<file path="config.mk">
export PLATFORM = sky130hd
export DESIGN_NAME = synth_cfg_port
export DESIGN_NICKNAME = d
export VERILOG_FILES = /design/src/rtl/synth_cfg_pkg.sv /design/src/rtl/sig_sync.sv /design/src/rtl/word_shifter.sv /design/src/rtl/cfg_latch_bank.sv /design/src/rtl/side_ctrl.sv /design/src/rtl/synth_cfg_port.sv
export SDC_FILE = /design/constraint.sdc
export NUM_CORES = 1
export LEC_CHECK = 0
export ABC_AREA = 1
export CAP_MARGIN = 10
export CORE_ASPECT_RATIO = 1.2
export CORE_MARGIN = 5
export CORE_UTILIZATION = 36
export DETAILED_ROUTE_END_ITERATION = 7
export SYNTH_ARGS = -nofsm -noshare
export SYNTH_HDL_FRONTEND = slang
export SYNTH_HIERARCHICAL = 1
export SYNTH_SLANG_ARGS = --single-unit
</file>
<file path="constraint.sdc">
create_clock -name clk -period 1.21 [get_ports clk]
set_input_delay 0.121 -clock clk [delete_from_list [all_inputs] [get_ports clk]]
set_output_delay 0.121 -clock clk [all_outputs]
set_load 0.02 [all_outputs]
</file>
<file path="src/rtl/synth_cfg_pkg.sv">
// Shared widths and word layouts of the synthesizer configuration port.
// Assumes a 24-bit word whose two lowest bits select the target latch.
package synth_cfg_pkg;
    localparam int unsigned WORD_W  = 24;
    localparam int unsigned ADDR_W  = 2;
    localparam int unsigned N_LATCH = 1 << ADDR_W;
    localparam int unsigned N_SIDE  = N_LATCH / 2;
    localparam int unsigned R_W     = 14;
    localparam int unsigned A_W     = 6;
    localparam int unsigned B_W     = 12;
    localparam int unsigned CUR_W   = 3;
    localparam int unsigned PS_W    = 2;

    // Reference latch word, MSB first.
    typedef struct packed {
        logic [1:0]        spare;
        logic              pd;
        logic [CUR_W-1:0]  cur;
        logic              hz;
        logic              pol;
        logic [R_W-1:0]    r;
        logic [ADDR_W-1:0] addr;
    } ref_word_t;

    // Counter latch word, MSB first.
    typedef struct packed {
        logic              spare;
        logic              fl;
        logic [PS_W-1:0]   psel;
        logic [B_W-1:0]    b;
        logic [A_W-1:0]    a;
        logic [ADDR_W-1:0] addr;
    } ab_word_t;
endpackage

</file>
<file path="src/rtl/sig_sync.sv">
// Brings one asynchronous line into the clk domain and flags its rising edge.
// Assumes the line holds each level for more than STAGES+1 clk cycles.
module sig_sync #(
    parameter int unsigned STAGES = 2
) (
    input  logic clk,
    input  logic rst_n,
    input  logic din,
    output logic lvl,
    output logic rise
);
    logic [STAGES-1:0] chain;
    logic              prev;

    // Shift the line through the synchronizer chain and keep the last level.
    always_ff @(posedge clk) begin
        if (!rst_n) begin
            chain <= '0;
            prev  <= 1'b0;
        end else begin
            chain <= {chain[STAGES-2:0], din};
            prev  <= chain[STAGES-1];
        end
    end

    assign lvl  = chain[STAGES-1];
    assign rise = chain[STAGES-1] & ~prev;
endmodule

</file>
<file path="src/rtl/word_shifter.sv">
// Serial-in shift register; a new bit enters at bit 0, MSB arrives first.
// Assumes shift_en is a single-cycle pulse per serial clock edge.
module word_shifter #(
    parameter int unsigned W = 24
) (
    input  logic         clk,
    input  logic         rst_n,
    input  logic         shift_en,
    input  logic         bit_in,
    output logic [W-1:0] word
);
    // Move the word one place up and take the new bit at the bottom.
    always_ff @(posedge clk) begin
        if (!rst_n)        word <= '0;
        else if (shift_en) word <= {word[W-2:0], bit_in};
    end
endmodule

</file>
<file path="src/rtl/cfg_latch_bank.sv">
// Bank of N configuration latches addressed by the low bits of the word.
// Assumes load is a single-cycle pulse; tracks which latches were written.
module cfg_latch_bank #(
    parameter int unsigned W  = 24,
    parameter int unsigned AW = 2,
    localparam int unsigned N = 1 << AW
) (
    input  logic                clk,
    input  logic                rst_n,
    input  logic                load,
    input  logic [W-1:0]        word,
    output logic [N-1:0][W-1:0] lat,
    output logic [N-1:0]        written
);
    for (genvar i = 0; i < N; i++) begin : g_lat
        // Capture the word when it addresses this latch.
        always_ff @(posedge clk) begin
            if (!rst_n) begin
                lat[i]     <= '0;
                written[i] <= 1'b0;
            end else if (load && (word[AW-1:0] == AW'(i))) begin
                lat[i]     <= word;
                written[i] <= 1'b1;
            end
        end
    end
endmodule

</file>
<file path="src/rtl/side_ctrl.sv">
// Field decode and power/fast-lock sequencing for one loop (IF or RF).
// Assumes active is high only after all latches have been written once.
module side_ctrl
    import synth_cfg_pkg::*;
(
    input  logic              clk,
    input  logic              rst_n,
    input  logic              active,
    input  logic [WORD_W-1:0] ref_w,
    input  logic [WORD_W-1:0] ab_w,
    output logic [R_W-1:0]    r_div,
    output logic [A_W-1:0]    a_cnt,
    output logic [B_W-1:0]    b_cnt,
    output logic [PS_W-1:0]   psel,
    output logic              pol,
    output logic              cp_hiz,
    output logic [CUR_W-1:0]  cp_cur,
    output logic              pwr_dn,
    output logic              fast_lock
);
    ref_word_t rw;
    ab_word_t  aw;
    logic      pd_arm;
    logic      unused_spare;

    assign rw = ref_word_t'(ref_w);
    assign aw = ab_word_t'(ab_w);
    assign unused_spare = ^{rw.spare, rw.addr, aw.spare, aw.addr};

    // Delay the power-down request by one cycle for the ordered sequence.
    always_ff @(posedge clk) begin
        if (!rst_n) pd_arm <= 1'b0;
        else        pd_arm <= rw.pd;
    end

    // Decode fields, clamp a zero divide value and apply the gating.
    always_comb begin
        r_div     = (rw.r == '0) ? R_W'(1) : rw.r;
        a_cnt     = aw.a;
        b_cnt     = aw.b;
        psel      = aw.psel;
        pol       = rw.pol;
        cp_hiz    = ~active | rw.hz | rw.pd;
        pwr_dn    = ~active | (rw.pd & (rw.hz | pd_arm));
        fast_lock = active & aw.fl;
        cp_cur    = aw.fl ? {CUR_W{1'b1}} : rw.cur;
    end
endmodule

</file>
<file path="src/rtl/synth_cfg_port.sv">
// Top of the three-line configuration port for a dual synthesizer.
// Assumes the serial lines are slow against clk (several cycles per level).
module synth_cfg_port
    import synth_cfg_pkg::*;
#(
    parameter int unsigned SYNC_STAGES = 2
) (
    input  logic                         clk,
    input  logic                         rst_n,
    input  logic                         ser_clk,
    input  logic                         ser_dat,
    input  logic                         ser_load,
    output logic [N_SIDE-1:0][R_W-1:0]   r_div,
    output logic [N_SIDE-1:0][A_W-1:0]   a_cnt,
    output logic [N_SIDE-1:0][B_W-1:0]   b_cnt,
    output logic [N_SIDE-1:0][PS_W-1:0]  psel,
    output logic [N_SIDE-1:0]            pol,
    output logic [N_SIDE-1:0]            cp_hiz,
    output logic [N_SIDE-1:0][CUR_W-1:0] cp_cur,
    output logic [N_SIDE-1:0]            pwr_dn,
    output logic [N_SIDE-1:0]            fast_lock,
    output logic [N_SIDE-1:0]            side_prog,
    output logic                         all_prog
);
    logic [2:0] lvl, rise;
    logic [2:0] raw;
    logic [WORD_W-1:0] word;
    logic [N_LATCH-1:0][WORD_W-1:0] lat;
    logic [N_LATCH-1:0] written;
    logic unused_edges;

    assign raw = {ser_load, ser_dat, ser_clk};
    assign unused_edges = ^{rise[1], lvl[0]};

    for (genvar i = 0; i < 3; i++) begin : g_sync
        sig_sync #(.STAGES(SYNC_STAGES)) i_sync (
            .clk (clk), .rst_n (rst_n), .din (raw[i]),
            .lvl (lvl[i]), .rise (rise[i])
        );
    end

    word_shifter #(.W(WORD_W)) i_shift (
        .clk (clk), .rst_n (rst_n),
        .shift_en (rise[0] & ~lvl[2]),
        .bit_in (lvl[1]),
        .word (word)
    );

    cfg_latch_bank #(.W(WORD_W), .AW(ADDR_W)) i_bank (
        .clk (clk), .rst_n (rst_n), .load (rise[2]),
        .word (word), .lat (lat), .written (written)
    );

    assign all_prog = &written;

    for (genvar s = 0; s < N_SIDE; s++) begin : g_side
        assign side_prog[s] = written[2*s] & written[2*s+1];
        side_ctrl i_side (
            .clk (clk), .rst_n (rst_n), .active (all_prog),
            .ref_w (lat[2*s]), .ab_w (lat[2*s+1]),
            .r_div (r_div[s]), .a_cnt (a_cnt[s]), .b_cnt (b_cnt[s]),
            .psel (psel[s]), .pol (pol[s]), .cp_hiz (cp_hiz[s]),
            .cp_cur (cp_cur[s]), .pwr_dn (pwr_dn[s]),
            .fast_lock (fast_lock[s])
        );
    end
endmodule

</file>
Word-level counts from Yosys, hierarchy flattened
Cells that the tools add are included.
{ "op_classes": {"muxes": 4, "n_eq_ne": 3, "reduce_logical": 8, "bitwise_logic": 21} }
{ "op_table": {"columns": ["operator", "n"], "rows": [
  ["14-bit logical NOT", 2],
  ["14-bit two-way mux", 2],
  ["1-bit AND", 9],
  ["1-bit OR", 8],
  ["3-bit two-way mux", 2],
  ["2-bit == test (second input constant)", 2],
  ["1-bit logical AND", 4],
  ["1-bit NOT", 4],
  ["4-bit AND reduction", 1],
  ["2-bit by 1-bit == test with 1-bit output (second input constant)", 1],
  ["2-bit logical NOT", 1]
]} }
{ "word_totals": {"register_bits": 127, "inputBits": 5, "wordCells": 52} }

Logic depth before layout (Yosys ltp)
Gate-level depths: netlist of the first run.
{ "depth": {"word_depth": 4, "ltp_mapped": 8, "ltp_nobuf": 7} }

Hierarchy
Netlist of the first run, hierarchy kept.
{ "by_module_without_submodules": {"columns": ["mod", "cells_each", "area_each_um2", "instances", "seq_area_each_um2"], "rows": [
  ["cfg_latch_bank", 606, 4028.9, 1, 2001.9],
  ["word_shifter", 151, 980.9, 1, 480.5],
  ["side_ctrl", 60, 336.6, 2, 20.0],
  ["sig_sync", 11, 92.6, 3, 60.1],
  ["synth_cfg_port", 7, 26.3, 1, 0.0]
]} }

Least setup slack after synthesis of the first run
OpenSTA, ideal clock, no wires.
{ "synth_path": {"path_type": "register to output", "startpoint": "reg i_bank.written[2]", "endpoint": "out cp_hiz[0]", "t_required_ns": 1.089, "t_arrival_ns": 1.326, "setup_slack_ns": -0.237, "stages_incl_launch_ff": 4, "path_cell_list": "dfxtp_1 nand2_1 nor2_1 or3b_1"} }
{ "synth_via": {"elab_chain_len": 4} }
{ "synth_rtl": {"columns": ["item", "line", "rtl"], "rows": [
  ["from (decl)", "cfg_latch_bank.sv:13", "output logic [N-1:0] written"],
  ["from (signal, indexed assignment)", "cfg_latch_bank.sv:20", "written[i] <= 1'b0;"],
  ["from (signal, indexed assignment)", "cfg_latch_bank.sv:23", "written[i] <= 1'b1;"],
  ["4-bit AND reduction", "synth_cfg_port.sv:54", "assign all_prog = &written;"],
  ["net all_prog", "synth_cfg_port.sv:23", "output logic all_prog"],
  ["1-bit NOT", "side_ctrl.sv:43", "cp_hiz = ~active | rw.hz | rw.pd;"],
  ["1-bit OR (2 in a row)", "side_ctrl.sv:43", null],
  ["to (decl)", "synth_cfg_port.sv:18", "output logic [N_SIDE-1:0] cp_hiz,"]
]} }
The timed path passes the listed nets, and every way through them passes these cells.

Final worst setup path of the first run
{ "layout_path": {"startpoint": "reg i_bank.written[2]", "endpoint": "out cp_hiz[0]"} }
{ "layout_via": {"elab_chain_len": 4} }
{ "layout_rtl": {"columns": ["item", "line"], "rows": [
  ["4-bit AND reduction", "synth_cfg_port.sv:54"],
  ["1-bit NOT", "side_ctrl.sv:43"],
  ["1-bit OR (2 in a row)", "side_ctrl.sv:43"]
]} }
Every way passes these cells.

==> results of run 1 <==
## cell usage in the layout (no fill, tap or decap), types with 4 or more instances in the layout
cell	instances
a21oi_1	21
buf_12	11
buf_2	28
buf_4	39
buf_6	29
clkbuf_1	4
clkbuf_16	27
clkbuf_2	19
clkbuf_8	6
clkdlybuf4s15_1	17
clkdlybuf4s15_2	5
dfxtp_1	107
dfxtp_2	11
inv_1	127
nand2_1	146
nand2_2	50
nand2_4	21
nand3_1	4
nand3_2	15
nand3_4	4
nor2_1	161
nor2_2	44
nor2_4	8
or2_4	6
## sequential cells by signal (all words and copies together) (netlist names)
signal,cells
i_bank/written,4
i_bank/lat,82
g_sync.i_sync/prev,2
g_side.i_side/pd_arm,2
g_sync.i_sync/chain,6
i_shift/word,23
## routing by layer
| layer | wire length [um] | GRT usage (%) | vias to the layer above |
|---|---|---|---|
| li1 | - | - | 2539 |
| met1 | 6427 | 17.51 | 2147 |
| met2 | 7427 | 27.16 | 73 |
| met3 | 560 | 3.810 | 18 |
| met4 | 197 | 5.307 | 0 |
| met5 | 0 | 0 | - |
## how the worst min path moves through the flow
stage,cells after the start,to
floorplan,2,g_sync[0].i_sync/chain[0]
global placement,2,g_sync[0].i_sync/chain[1]
detailed placement,2,g_sync[0].i_sync/chain[1]
CTS,3,i_bank/lat[46]
global route,3,i_bank/lat[43]
finish,3,i_bank/lat[46]
## power groups by stage
stage                     logic (mW)  clock network (mW)  registers (mW)
after detailed placement       0.745                   0            4.22
after floorplan                0.478                   0            4.17
after global placement         0.738                   0            4.22
after global routing           0.912                4.86            4.17
after CTS                      0.731                4.66            4.14
final                          0.822                4.57            4.15
## layout make-up
| class | count | area (sq um) | share of cell area [%] |
|---|---|---|---|
| multi-input combinational | 488 | 2525 | 32.26 |
| sequential | 119 | 2400 | 30.66 |
| timing repair buffer | 164 | 1613 | 20.60 |
| clock buffer | 27 | 523.0 | 6.682 |
| inverter | 131 | 496.7 | 6.346 |
| tap | 204 | 255.2 | 3.261 |
| clock inverter | 3 | 15.01 | 0.1918 |
## timing repair
action	CTS	global route
setup endpoints to repair	105	113
pin swaps	6	44
resized for setup	296	222
gates cloned	0	16
setup buffers	5	4
## worst max-delay path, stage by stage (launching register included)
cell,delay [ns]
dfxtp_2,0.34
nand2_4,0.06
nor2_4,0.13
or3b_4,0.39
buf_6,0.14
## metrics by stage
| stage | area (sq um) | power, mW | TNS [ns] | util [%] | hold WS (ns) |
|---|---|---|---|---|---|
| finish | 7828 | 9.544 | -6.357 | 52.54 | 0.01966 |
| global route | 7828 | 9.944 | -13.45 | 52.54 | 0.02278 |
| CTS | 6979 | 9.531 | -3.202 | 46.85 | 0.004321 |
| detailed placement | 6492 | 4.966 | -3.306 | 43.58 | 0.3993 |
| global placement | 6492 | 4.958 | -3.340 | 43.58 | 0.3928 |
| floorplan | 5455 | 4.653 | -0.01290 | - | 0.2145 |
==> metrics.md, run 1 <==
| Metric | Value |
|---|---|
| Status | `finished with violations` |
| Failing checks | `negative setup slack` |
| DIE WIDTH | `~120 um` |
| Worst vdd ir | `between 0.0007 and 0.0008 V` |
| Worst reg-to-reg setup slack | `-0.11 ns` |
| Max frequency | `627.7 MHz` |
| Inst Count DP | `1084` |
| MaxCap Viol Count | `0` |
| Final hold vios | `0` |
| Count of hold buffers inserted by post-cts repair | `0` |
| Die Area | `17700 sq um` |
| Comb pwr share | `8.6%` |
| Die extent in y | `roughly 140 um` |
| Syn_nets | `851` |
| Initial antenna violation count | `0` |
| Syn Area/Cell | `about 6.4 sq um` |
| Detail Route Antenna Nets | `0` |
| Vias in the first global route | `between 4000 and 5000` |
| Final min period | `around 1.6 ns` |
| Clock share of power | `between 40 and 50%` |
| Port Buffers | `roughly 90` |
| Via count | `4777` |
| RSZ-0062 raised after global routing | `true` |
| DR WL/cell | `12.86 um` |
| First-pass GRT wire length | `around 21000 um` |
| Final slew viol count | `0` |
| CP Max Fanout | `4` |
| Final cell count without fillers | `1136` |
| Final RePlAce weighted congestion | `0.7501` |
| Clk slew on worst S/H paths | `roughly 0.05 ns` |
| Final nets | `926` |
| Pwr dens | `about 1200 nW/um^2` |
| Final setup violation count | `between 80 and 90` |
| Clk_lat worst skew | `~0.41 ns` |
| Worst r2r dst | `i_bank/lat[56]` |
| Pre-CTS setup slack | `-0.3868 ns` |
| CP arrival | `around 1.5 ns` |
| CP startpoint | `i_bank/written[2]` |
| CTS Buf Count | `17` |
| Hold crit path type | `input pin to register` |
| H-Tree Depth | `4` |
| Worst Skew | `0.007368 ns` |
| Largest net degree at the start of global routing | `between 50 and 60` |
| Slew @ Worst Pin | `roughly 0.53 ns` |
| Cells after synthesis | `846` |
| Hold_sp | `rst_n` |
| CTS tree | `yes` |
| GR Overflow Total | `0` |
| Worst r2r src | `g_sync[2].i_sync/chain[1]` |
| Fillers | `1477` |
| Endpoint class of the critical path | `output port` |
| CTS Buffer Depth | `2` |
| Yosys warnings | `6` |
| Reg2Reg Depth | `8` |
| CTS Sinks | `119` |
| Relative slew slack | `between 60 and 70%` |
| Sequential share of power | `between 40% and 50%` |
| Layout cells sized above 1 | `between 30% and 40%` |
| I/O pins | `90` |
| Initial Util | `approximately 37%` |
| P_leak | `3.893 nW` |
| Final worst-path cycle share | `131.7%` |
| Gr usage total | `15.15%` |
| Worst Setup Path Type | `register to output port` |
| 1st-iter DRT viols | `202` |
| Switching Fraction | `approximately a quarter` |
| Detailed placement HPWL | `roughly 8400 um` |
| Final WL | `~15000 um` |
| Std cell rows | `49` |
| Sw power | `roughly 2.3 mW` |
| Critical Path End | `cp_hiz[0]` |
| Drc violations | `0` |
| First drt pass iteration count | `4` |
| Antenna Cells | `0` |
| PnR worst setup slack | `-0.3830 ns` |
| Critical path required time | `around 1.1 ns` |
| Post-Syn Area | `around 5400 sq um` |
| Core box area | `approximately 15000 sq um` |
| Internal cell power | `roughly 7.3 mW` |
| Area grow syn2layout | `43.68%` |
| Critical path launch point type | `register` |
| Root buffer cell | `clkbuf_16` |
| Vias per cell | `4.205` |
Note: power is estimated with default switching activity, not from simulation.
==> run 2, diff against run 1 <==
--- a/config.mk
+++ b/config.mk
@@ -7,7 +7,7 @@
 export LEC_CHECK = 0
 export ABC_AREA = 1
 export CAP_MARGIN = 10
-export CORE_ASPECT_RATIO = 1.2
+export CORE_ASPECT_RATIO = 1.25
 export CORE_MARGIN = 5
 export CORE_UTILIZATION = 36
 export DETAILED_ROUTE_END_ITERATION = 7
==> metrics.md, run 2 (same netlist as run 1, synthesis figures left out) <==
| Metric | Value |
|---|---|
| Status | `finished with violations` |
| Failing checks | `negative setup slack` |
| Max frequency | `611.6 MHz (-2.6%)` |
| Final setup violation count | `57 (-30%)` |
| CP Max Fanout | `4 (unchanged)` |
| Worst vdd ir | `0.0009003 V (+27%)` |
| CTS Buf Count | `17 (unchanged)` |
| Sequential share of power | `42.5% (-1.0 points)` |
| Critical path's top delay family | `simple AND/OR/NAND/NOR gates` |
| RSZ-0062 raised after global routing | `true` |
| 1st-iter DRT viols | `214 (+5.9%)` |
| MaxCap Viol Count | `0 (unchanged)` |
| Relative slew slack | `67.22% (+2.3 points)` |
| Initial Util | `36.44% (-0.13 points)` |
| Final WL | `15190 um (+3.9%)` |
| Finished Core Util | `53.99% (+1.5 points)` |
| Comb pwr share | `9.3% (+0.7 points)` |
| Largest reg by FF count | `i_bank/lat` |
| Antenna Cells | `0 (unchanged)` |
| Final hold vios | `0 (unchanged)` |
| Largest registers | `i_bank/lat: 82 flops, i_shift/word: 23 flops, g_sync.i_sync/chain: 6 flops` |
| Final slew viol count | `0 (unchanged)` |
| Internal cell power | `7.507 mW (+3.0%)` |
| CP arrival | `1.51 ns (+0.04 ns)` |
| Hold crit path type | `input pin to register` |
| Final worst-path cycle share | `135.1% (+3.5 points)` |
| Die Area | `17710 sq um (about the same)` |
| DIE WIDTH | `120.0 um (-1.9%)` |
| Initial antenna violation count | `0 (unchanged)` |
| Layout cells sized above 1 | `35.81% (-0.14 points)` |
| WL met3 | `554 um (-1.1%)` |
| First-pass GRT wire length | `21910 um (+5.5%)` |
| Slowest CP cell | `or3b_4` |
| Detailed placement HPWL | `8641 um (+2.8%)` |
| Met2 routed WL | `7865 um (+5.9%)` |
| Clk slew on worst S/H paths | `0.05 ns (about the same)` |
| P_leak | `4.010 nW (+3.0%)` |
| Endpoint class of the critical path | `output port` |
| CTS Buffer Depth | `2 (unchanged)` |
| Critical path launch point type | `register` |
| Final RePlAce weighted congestion | `0.7391 (-1.5%)` |
| Detail Route Antenna Nets | `0 (unchanged)` |
| Pwr dens | `1212 nW/um^2 (-0.64%)` |
| Core box area | `14950 sq um (+0.36%)` |
| Vias in the first global route | `4324 (+3.0%)` |
| I/O pins | `90 (unchanged)` |
| Clk_lat worst skew | `0.41 ns (about the same)` |
| GR Overflow Total | `0 (unchanged)` |
| DR top layer | `met4` |
| Worst Skew | `0.008962 ns (+0.001594 ns)` |
| CP Buf/Inv Count | `1 (unchanged)` |
| Min Hold Slack | `0.2380 ns (+0.2184 ns)` |
| PnR worst setup slack | `-0.4252 ns (-0.04216 ns)` |
| DR WL/cell | `13.49 um (+4.9%)` |
| Largest net degree at the start of global routing | `55 (-1.8%)` |
| Std cell rows | `50 (+2.0%)` |
| Commonest non-fill, non-tap cell in the layout | `nor2_1` |
| Leading cell types in the layout, fill and taps excluded | `175 x nor2_1, 136 x nand2_1, 123 x inv_1` |
| Root buffer cell | `clkbuf_16` |
| Sw power | `2.273 mW (+0.82%)` |
| Drc violations | `0 (unchanged)` |
| Via count | `4931 (+3.2%)` |
| H-Tree Depth | `4 (unchanged)` |
| Max reg flops | `82 (unchanged)` |
| WL met1 | `6409 um (-0.28%)` |
| CTS tree | `yes` |
| Slew @ Worst Pin | `0.4910 ns (-0.03440 ns)` |
| Final nets | `938 (+1.3%)` |
| Worst-path cell chain | `nand2_4 -> nor2_4 -> or3b_4 -> buf_6` |
| Port Buffers | `89 (unchanged)` |
| CTS Sinks | `119 (unchanged)` |
| Die extent in y | `147.5 um (+1.9%)` |
| Switching Fraction | `23.24% (-0.38 points)` |
| First drt pass iteration count | `4 (unchanged)` |
| Final min period | `1.635 ns (+0.04216 ns)` |
| Area grow syn2layout | `48.19%` |
| Gr usage total | `15.72% (+0.57 points)` |
| Worst Setup Path Type | `register to output port` |
| Clock share of power | `48.2% (+0.3 points)` |
| Vias per cell | `4.379 (+4.1%)` |
| Critical path required time | `1.09 ns (about the same)` |
| Largest stage delay on the critical path | `0.40 ns (about the same)` |
run 2: worst reg2reg max path, cell delays in order, from the launching register on:
cell     delay, ns
dfxtp_2       0.33
inv_2         0.04
nor2_4        0.10
buf_6         0.12
nand3_4       0.11
buf_12        0.17
buf_16        0.15
nand2_4       0.06
nand2_2       0.04
nor2_1        0.10
run 2: power by group through the flow:
stage               clock, mW  combinational [mW]  sequential (mW)
global placement            0               0.734             4.22
floorplan                   0               0.478             4.17
global route             5.01               0.999             4.17
detailed placement          0               0.741             4.22
CTS                      4.82               0.760             4.14
finish                   4.71               0.913             4.15
run 2: layout make-up:
type | count | area [sq um]
timing repair buffer | 176 | 1866
inverter | 131 | 494.2
sequential | 119 | 2402
multi-input combinational | 488 | 2530
clock buffer | 27 | 513.0
clock inverter | 3 | 40.04
tap | 182 | 227.7
fill | 1492 | 6879
run 2: final timing paths:
kind                              from                         to  slack, ns  cells past startpoint
max                  i_bank/written[2]                  cp_hiz[1]      -0.43                      4
min reg2reg  g_sync[2].i_sync/chain[0]  g_sync[2].i_sync/chain[1]       0.40                      2
max reg2reg  g_sync[2].i_sync/chain[1]             i_bank/lat[51]      -0.08                      9
min                            ser_dat  g_sync[1].i_sync/chain[0]       0.24                      3
run 2: stage by stage:
stage | area [sq um] | total power [mW] | setup TNS (ns) | instances | setup WS [ns]
2_1_floorplan | 5455 | 4.653 | -0.01290 | 846 | -0.006451
4_1_cts | 7196 | 9.726 | -3.756 | 1111 | -0.4399
3_3_place_gp | 6442 | 4.958 | -4.174 | 1064 | -0.4223
3_5_place_dp | 6442 | 4.965 | -4.385 | 1064 | -0.4272
6_report | 8073 | 9.780 | -4.924 | 1126 | -0.4252
5_1_grt | 8073 | 10.18 | -11.26 | 1126 | -0.5054
run 2: repair_timing:
item | 4_1_cts | 5_1_grt
hold endpoints to repair | 2 | 0
pin swaps | 11 | 47
resized for setup | 314 | 217
setup buffers | 11 | 5
endpoints found under the setup margin | 109 | 138
hold buffers | 1 | 0
cloned | 5 | 15
run 2: per-layer routing:
layer / global-route usage, % / vias to the layer above
met5: 0 / -
met4: 5.100 / 0
met3: 4.363 / 20
met2: 28.05 / 84
met1: 18.07 / 2263
li1: - / 2564
==> run 3, diff against run 2 <==
--- a/config.mk
+++ b/config.mk
@@ -15,3 +15,4 @@
 export SYNTH_HDL_FRONTEND = slang
 export SYNTH_HIERARCHICAL = 1
 export SYNTH_SLANG_ARGS = --single-unit
+export TNS_END_PERCENT = 1
==> metrics.md, run 3 (same netlist as run 1, synthesis figures left out) <==
| Metric | Value |
|---|---|
| Status | `finished with violations` |
| Failing checks | `negative setup slack` |
| Std cell rows | `50 (unchanged)` |
| Endpoint class of the critical path | `output port` |
| Area grow syn2layout | `25.86%` |
| Area of the multi-input gates | `2002 sq um (-21%)` |
| Met2 routed WL | `6615 um (-16%)` |
| Critical path required time | `1.09 ns (about the same)` |
| CP arrival | `1.51 ns (about the same)` |
| Die extent in y | `147.5 um (unchanged)` |
| Detailed placement HPWL | `8641 um (unchanged)` |
| DR WL/cell | `11.70 um (-13%)` |
| Largest reg by FF count | `i_bank/lat` |
| Pre-CTS setup slack | `-0.4272 ns (unchanged)` |
| GR Overflow Total | `0 (unchanged)` |
| Slew @ Worst Pin | `0.3988 ns (-0.09224 ns)` |
| Final nets | `909 (-3.1%)` |
| Vias in the first global route | `4135 (-4.4%)` |
| Max frequency | `614.8 MHz (+0.54%)` |
| Commonest non-fill, non-tap cell in the layout | `nand2_1` |
| WL met3 | `441 um (-20%)` |
| Initial Util | `36.44% (unchanged)` |
| Core box area | `14950 sq um (unchanged)` |
| CP Max Fanout | `4 (unchanged)` |
| Gr usage total | `15.04% (-0.68 points)` |
| H-Tree Depth | `4 (unchanged)` |
| First-pass GRT wire length | `21020 um (-4.1%)` |
| Final WL | `12840 um (-15%)` |
| I/O pins | `90 (unchanged)` |
| CP Buf/Inv Count | `1 (unchanged)` |
| Worst-path cell chain | `nand2_2 -> nor2_4 -> or3b_4 -> buf_6` |
| WL met1 | `5634 um (-12%)` |
| 1st-iter DRT viols | `226 (+5.6%)` |
| Placed Area | `6442 sq um (unchanged)` |
| Detail Route Antenna Nets | `0 (unchanged)` |
| Largest net degree at the start of global routing | `55 (unchanged)` |
| Inst Count DP | `1064 (unchanged)` |
| Via count | `4570 (-7.3%)` |
| Final RePlAce weighted congestion | `0.7391 (unchanged)` |
| RSZ-0062 raised after global routing | `true` |
| CTS Buf Count | `17 (unchanged)` |
| Finished Core Util | `45.86% (-8.1 points)` |
| Slowest CP cell | `or3b_4` |
| MaxCap Viol Count | `0 (unchanged)` |
| Worst reg-to-reg setup slack | `0.02 ns (+0.10 ns)` |
| Hold crit path type | `input pin to register` |
| Final cell count without fillers | `1097 (-2.6%)` |
| Worst Skew | `0.009330 ns (+0.0003680 ns)` |
| Drc violations | `0 (unchanged)` |
| DIE WIDTH | `120.0 um (unchanged)` |
| Pwr dens | `1392 nW/um^2 (+15%)` |
| Final hold vios | `0 (unchanged)` |
| Worst vdd ir | `0.0008802 V (-2.2%)` |
| First drt pass iteration count | `4 (unchanged)` |
| Relative slew slack | `73.38% (+6.2 points)` |
| CTS Buffer Depth | `2 (unchanged)` |
| DR top layer | `met4` |
| Final worst-path cycle share | `134.4% (-0.72 points)` |
| Antenna Cells | `0 (unchanged)` |
| Post-route setup TNS | `-3.040 ns (+1.884 ns)` |
| Vias per cell | `4.166 (-4.9%)` |
| Port Buffers | `89 (unchanged)` |
| Largest stage delay on the critical path | `0.40 ns (about the same)` |
| Worst Setup Path Type | `register to output port` |
| Layout cells sized above 1 | `18.91% (-17 points)` |
| Initial antenna violation count | `0 (unchanged)` |
| Max reg flops | `82 (unchanged)` |
| P_leak | `3.717 nW (-7.3%)` |
| Final slew viol count | `0 (unchanged)` |
| Root buffer cell | `clkbuf_16` |
| Clk slew on worst S/H paths | `0.05 ns (about the same)` |
| Die Area | `17710 sq um (unchanged)` |
| Final setup violation count | `16 (-72%)` |
| PnR worst setup slack | `-0.4165 ns (+0.008702 ns)` |
| Reg area | `2392 sq um (-0.42%)` |
| Leading cell types in the layout, fill and taps excluded | `212 x nand2_1, 208 x nor2_1, 128 x inv_1` |
| CTS Sinks | `119 (unchanged)` |
| Critical path launch point type | `register` |
| Total power | `9.542 mW (-2.4%)` |
| Critical path's top delay family | `simple AND/OR/NAND/NOR gates` |
| Fillers | `1596 (+7.0%)` |
| Final Instance Area | `6857 sq um (-15%)` |
| CTS tree | `yes` |
| Largest registers | `i_bank/lat: 82 flops, i_shift/word: 23 flops, g_sync.i_sync/chain: 6 flops` |
| Final min period | `1.626 ns (-0.008702 ns)` |
| Clk_lat worst skew | `0.41 ns (about the same)` |
| Min Hold Slack | `0.2412 ns (+0.003159 ns)` |
-- run 3: cell types whose count changed in the layout (fill, tap and decap cells not counted), moves of 6 or more --
cell,previous run,this run
or2_4,6,0
nand2_2,61,4
nand3_2,15,4
or2_2,0,6
nor2_1,175,208
nor2_2,31,2
nand2_4,20,1
nand3_1,2,18
buf_6,24,10
buf_2,30,36
clkbuf_16,29,17
nand2_1,136,212
-- run 3: per-layer routing --
| layer | GRT usage [%] | vias to the layer above |
|---|---|---|
| met5 | 0 | - |
| met4 | 4.642 | 0 |
| met3 | 4.210 | 11 |
| li1 | - | 2491 |
| met1 | 17.60 | 2000 |
| met2 | 26.55 | 68 |
-- run 3: worst register-to-register path, delay by kind of cell (launching register included) --
family                 cells  cell delay [ns]
AND/OR/NAND/NOR            5             0.43
buffers and inverters      3             0.39
flip-flops                 1             0.32
-- run 3: timing repair --
action                     in CTS  in global routing
hold endpoints to repair        2                  0
gates resized for setup       260                 55
setup buffers                   2                  0
hold buffers                    1                  0
setup endpoints to repair     109                136
pin swaps                       5                  6
-- run 3: cell type report --
| cell class | count | share of cell area (%) |
|---|---|---|
| Timing Repair Buffer | 147 | 17.35 |
| Clock inverter | 3 | 0.5839 |
| Clock buffer | 27 | 7.482 |
| Tap cell | 182 | 3.321 |
| Sequential cell | 119 | 34.89 |
| Multi-Input combinational cell | 488 | 29.20 |
| Inverter | 131 | 7.172 |
-- run 3: power by group --
part	switching, mW	total (mW)	internal (mW)
clock	1.62	4.68	3.07
sequential	0.116	4.14	4.03
combinational	0.414	0.714	0.300
-- run 3: worst paths after layout --
| path | from | endpoint | cells after the start |
|---|---|---|---|
| worst min register to register | g_sync[2].i_sync/chain[0] | g_sync[2].i_sync/chain[1] | 2 |
| worst max register to register | g_sync[2].i_sync/chain[1] | i_bank/lat[53] | 8 |
| worst min-delay path | ser_dat | g_sync[1].i_sync/chain[0] | 3 |
| worst max-delay path | i_bank/written[2] | cp_hiz[1] | 4 |
